### src/rtl/ldfmt_pkg.sv
package ldfmt_pkg;

    // Formatting mode selector.
    typedef enum logic [1:0] {
        MD_ZERO = 2'd0,
        MD_SIGN = 2'd1,
        MD_REV  = 2'd2,
        MD_RSVD = 2'd3
    } ld_mode_e;

    localparam int unsigned LD_BYTE_W = 8;
    localparam int unsigned LD_NSIZE  = 4;

endpackage

### src/rtl/ldfmt_extend.sv
// Zero- and sign-extended views of the right-aligned field, one per size code.
module ldfmt_extend #(
    parameter int unsigned BYTE_W = 8,
    parameter int unsigned NSIZE  = 4,
    localparam int unsigned DATA_W = BYTE_W << (NSIZE - 1)
) (
    input  logic [DATA_W-1:0]             raw_i,
    output logic [NSIZE-1:0][DATA_W-1:0]  zext_o,
    output logic [NSIZE-1:0][DATA_W-1:0]  sext_o
);

    for (genvar k = 0; k < NSIZE; k++) begin : g_size
        localparam int unsigned FW = BYTE_W << k;
        if (FW == DATA_W) begin : g_full
            assign zext_o[k] = raw_i;
            assign sext_o[k] = raw_i;
        end else begin : g_part
            assign zext_o[k] = {{(DATA_W - FW){1'b0}}, raw_i[FW-1:0]};
            assign sext_o[k] = {{(DATA_W - FW){raw_i[FW-1]}}, raw_i[FW-1:0]};
        end
    end

endmodule

### src/rtl/ldfmt_byterev.sv
// Byte-reversed views of the right-aligned field, one per size code.
module ldfmt_byterev #(
    parameter int unsigned BYTE_W = 8,
    parameter int unsigned NSIZE  = 4,
    localparam int unsigned DATA_W = BYTE_W << (NSIZE - 1)
) (
    input  logic [DATA_W-1:0]             raw_i,
    output logic [NSIZE-1:0][DATA_W-1:0]  rev_o
);

    for (genvar k = 0; k < NSIZE; k++) begin : g_size
        localparam int unsigned NB = 1 << k;
        localparam int unsigned FW = BYTE_W * NB;
        for (genvar b = 0; b < NB; b++) begin : g_byte
            assign rev_o[k][b*BYTE_W +: BYTE_W] = raw_i[(NB-1-b)*BYTE_W +: BYTE_W];
        end
        if (FW < DATA_W) begin : g_pad
            assign rev_o[k][DATA_W-1:FW] = '0;
        end
    end

endmodule

### src/rtl/ldfmt_legal.sv
// Decides whether a size/mode pairing is defined.
module ldfmt_legal #(
    parameter int unsigned NSIZE = 4,
    localparam int unsigned SZ_W = $clog2(NSIZE)
) (
    input  logic [SZ_W-1:0]        size_i,
    input  ldfmt_pkg::ld_mode_e    mode_i,
    output logic                   ok_o
);
    import ldfmt_pkg::*;

    localparam logic [SZ_W-1:0] SZ_MIN = '0;
    localparam logic [SZ_W-1:0] SZ_MAX = SZ_W'(NSIZE - 1);

    always_comb begin
        unique case (mode_i)
            MD_ZERO: ok_o = 1'b1;
            MD_SIGN: ok_o = (size_i != SZ_MIN) && (size_i != SZ_MAX);
            MD_REV:  ok_o = (size_i != SZ_MIN);
            default: ok_o = 1'b0;
        endcase
    end

endmodule

### src/rtl/ldfmt_top.sv
module ldfmt_top #(
    parameter int unsigned BYTE_W = ldfmt_pkg::LD_BYTE_W,
    parameter int unsigned NSIZE  = ldfmt_pkg::LD_NSIZE,
    localparam int unsigned DATA_W = BYTE_W << (NSIZE - 1),
    localparam int unsigned SZ_W   = $clog2(NSIZE)
) (
    input  logic              valid_i,
    input  logic [SZ_W-1:0]   size_i,
    input  logic [1:0]        mode_i,
    input  logic [DATA_W-1:0] raw_i,
    output logic [DATA_W-1:0] result_o,
    output logic              unsup_o
);
    import ldfmt_pkg::*;

    typedef struct packed {
        logic [DATA_W-1:0] data;
        logic              unsup;
    } fmt_res_t;

    ld_mode_e                    mode_d;
    logic [NSIZE-1:0][DATA_W-1:0] zext_d;
    logic [NSIZE-1:0][DATA_W-1:0] sext_d;
    logic [NSIZE-1:0][DATA_W-1:0] rev_d;
    logic                         ok_d;
    fmt_res_t                     res_d;

    assign mode_d = ld_mode_e'(mode_i);

    ldfmt_extend #(.BYTE_W(BYTE_W), .NSIZE(NSIZE)) ext_i (
        .raw_i  (raw_i),
        .zext_o (zext_d),
        .sext_o (sext_d)
    );

    ldfmt_byterev #(.BYTE_W(BYTE_W), .NSIZE(NSIZE)) rev_i (
        .raw_i (raw_i),
        .rev_o (rev_d)
    );

    ldfmt_legal #(.NSIZE(NSIZE)) legal_i (
        .size_i (size_i),
        .mode_i (mode_d),
        .ok_o   (ok_d)
    );

    always_comb begin
        res_d = '0;
        if (valid_i) begin
            if (!ok_d) begin
                res_d.unsup = 1'b1;
            end else begin
                unique case (mode_d)
                    MD_SIGN: res_d.data = sext_d[size_i];
                    MD_REV:  res_d.data = rev_d[size_i];
                    default: res_d.data = zext_d[size_i];
                endcase
            end
        end
    end

    assign result_o = res_d.data;
    assign unsup_o  = res_d.unsup;

endmodule

### config.mk
export PLATFORM = sky130hd
export DESIGN_NAME = ldfmt_top
export DESIGN_NICKNAME = d
export VERILOG_FILES = /design/src/rtl/ldfmt_pkg.sv /design/src/rtl/ldfmt_extend.sv /design/src/rtl/ldfmt_byterev.sv /design/src/rtl/ldfmt_legal.sv /design/src/rtl/ldfmt_top.sv
export SDC_FILE = /design/constraint.sdc
export NUM_CORES = 1
export LEC_CHECK = 0
export BUFFER_PORTS_ARGS = -buffer_cell sky130_fd_sc_hd__buf_2
export CELL_PAD_IN_SITES_DETAIL_PLACEMENT = 0
export CELL_PAD_IN_SITES_GLOBAL_PLACEMENT = 2
export CORE_MARGIN = 4
export CORE_UTILIZATION = 22
export DETAILED_ROUTE_END_ITERATION = 10
export PLACE_DENSITY_LB_ADDON = 0.1
export SLEW_MARGIN = 20
export SYNTH_ARGS = -nofsm -noshare
export SYNTH_HDL_FRONTEND = slang
export SYNTH_SLANG_ARGS = --single-unit
### constraint.sdc
create_clock -name vclk -period 1.8
set_input_delay 0.18 -clock vclk [all_inputs]
set_output_delay 0.18 -clock vclk [all_outputs]
set_load 0.01 [all_outputs]
==> results.tsv <==
metric	value	unit
Setup crit start	mode_i[1]	
Hold Crit Class	in2out	
Synth Warn #	0	
most frequent cell after synthesis	nand2_1	
Area Growth Syn to Fin	71.1	%
Post-Syn Area	2640	µm²
DR vias	3848	
starting density of the core	22.8	%
antenna cell count	0	
grt met1 use	27.4	%
DR vias/cell	5.73	
largest net degree at the start of global routing	82	
core box area	11600	µm²
final net count	605	
fin crit share	105	%
Setup WS pre-CTS	-0.212	ns
largest family of logic cells by synthesized area	compound AO/OA/AOI/OAI gates	
top cells by area, synth	a311oi_1 (11%), mux2_2 (10%), a31oi_1 (9.2%)	
die area	13800	µm²
Layout clock buffers	0	
leading area contributor after synthesis	a311oi_1	
layout cells sized above 1	57.0	%
busiest grt layer	met2	
met2 usage	34.4	%
sequential cell count	0	
Die Y	118	µm
PwrDens	263	nW/µm²
Fin Setup TNS	-2.10	ns
Tightest Pin Transition	0.432	ns
post-synthesis adder-cell area fraction	2.84	%
Multi-input gate area	2710	µm²
net count after synthesis	456	
first drt pass iteration count	5	
worst-path fanout max	6	
LEAKAGE	1.71	nW
detailed placement HPWL	10600	µm
Rel. slew slack	70.8	%
CP Data Arrival Time	1.70	ns
fin worst setup slack	-0.0846	ns
outcome	complete, but fails checks	
global-route wire length before repair	22600	µm
Synth top area share	10.9	%
Layout fillers	1267	
Final setup viols	49	
Crit path required time	1.62	ns
violated checks	setup timing	
max cap viols	0	
Final Hold Viols	0	
Synth Instances	381	
Crit Path Category	in2out	
Finished Cell Area	4520	µm²
Reg area	0	µm²
syn_area_per_cell	6.93	µm²
initial antenna violation count	0	
simple-gate share of the synthesized area	21.3	%
# DRC	0	
io pins	134	
fmax	531	MHz
chip width	118	µm
Crit. End Element	output port	
Unique masters post-synth	35	
number of global-route vias before repair	3876	
synth cell count leaders	nand2_1 (48), a31oi_1 (39), a311oi_1 (33), and2_1 (32), o211ai_1 (32)	
number of antenna-violating nets in the routed design	0	
GPL Wtd Cong	0.829	
CP endpoint	result_o[36]	
post-route minimum period	1.88	ns
PortBufs	134	
WL/cell	22.4	µm
RSZ-0062 raised after global routing	yes	
GR Overflow Total	0	
mux share of post-synthesis cell area	11.1	%
Area after DPL	3640	µm²
grt met3 use	1.63	%
Synth Area in Compound Gates	49.6	%
GRT Total Usage	19.5	%
final max-slew violation count	0	
standard-cell rows	39	
peak supply drop	170	µV
initial DRC count	307	
Total Wirelength	15100	µm
final core occ	39.1	%
register area share after synthesis	0	%
crit path launch type	primary input	
post-synthesis xor/xnor area fraction	0	%
-- routing by layer --
layer	share of wire (%)	vias up
met1	46	1917
met4	0.42	0
met3	4.8	4
met2	48	120
li1	-	1807
met5	0	-
-- layout by cell type (no fill, tap or decap), types with 11 or more instances in the layout --
master,n
a311oi_1,11
a21oi_2,11
a31oi_1,32
nand2_1,47
mux2_2,24
a32oi_1,14
buf_6,30
buf_4,34
buf_2,121
a311oi_2,21
and2_1,32
o211ai_1,32
buf_12,13
a21oi_1,15
-- what timing repair did --
action,4_1_cts,5_1_grt
pin swaps,15,20
setup buffers,8,3
gates cloned,1,5
hold buffers,0,0
setup endpoints to repair,64,63
resized for setup,56,63
-- where the power goes --
part           leakage [nW]  switching (mW)  internal [mW]
registers                 0               0              0
logic                  1.71           0.647          0.540
clock network             0               0              0
total                  1.71           0.647          0.540
-- stage by stage --
stage	std cells	hold slack [ns]	power (mW)
after floorplan	381	0.472	0.534
after global placement	656	0.705	0.926
after detailed placement	656	0.704	0.931
after CTS	665	0.706	1.05
after global routing	671	0.726	1.28
final	671	0.703	1.19
-- worst max-delay path, stage by stage --
cell,delay (ns)
buf_6,0.10
buf_6,0.11
ha_4,0.14
and2b_2,0.22
o311ai_4,0.31
buf_6,0.20
buf_12,0.12
clkbuf_16,0.13
a311oi_2,0.04
buf_2,0.16
-- layout make-up --
| cell class | count | share of cell area [%] |
|---|---|---|
| multi-input combinational | 319 | 59.9 |
| timing repair buffer | 204 | 35.7 |
| tap | 143 | 3.96 |
| inverter | 5 | 0.471 |
-- how the worst min path moves through the flow --
stage          depth (start not counted)      end     from
6_report                               3  unsup_o  valid_i
5_1_grt                                3  unsup_o  valid_i
4_1_cts                                3  unsup_o  valid_i
3_5_place_dp                           3  unsup_o  valid_i
3_3_place_gp                           3  unsup_o  valid_i
2_1_floorplan                          1  unsup_o  valid_i
-- logic make-up (layout without fill, tap and decap cells) --
family,count (synthesis),count (layout)
buffers and inverters,62,209
AO/OA/AOI/OAI,178,178
AND/OR/NAND/NOR,110,110
multiplexers,25,25
adder cells (fa/ha/maj),6,6
No activity file was read; power rests on OpenSTA's default activity.
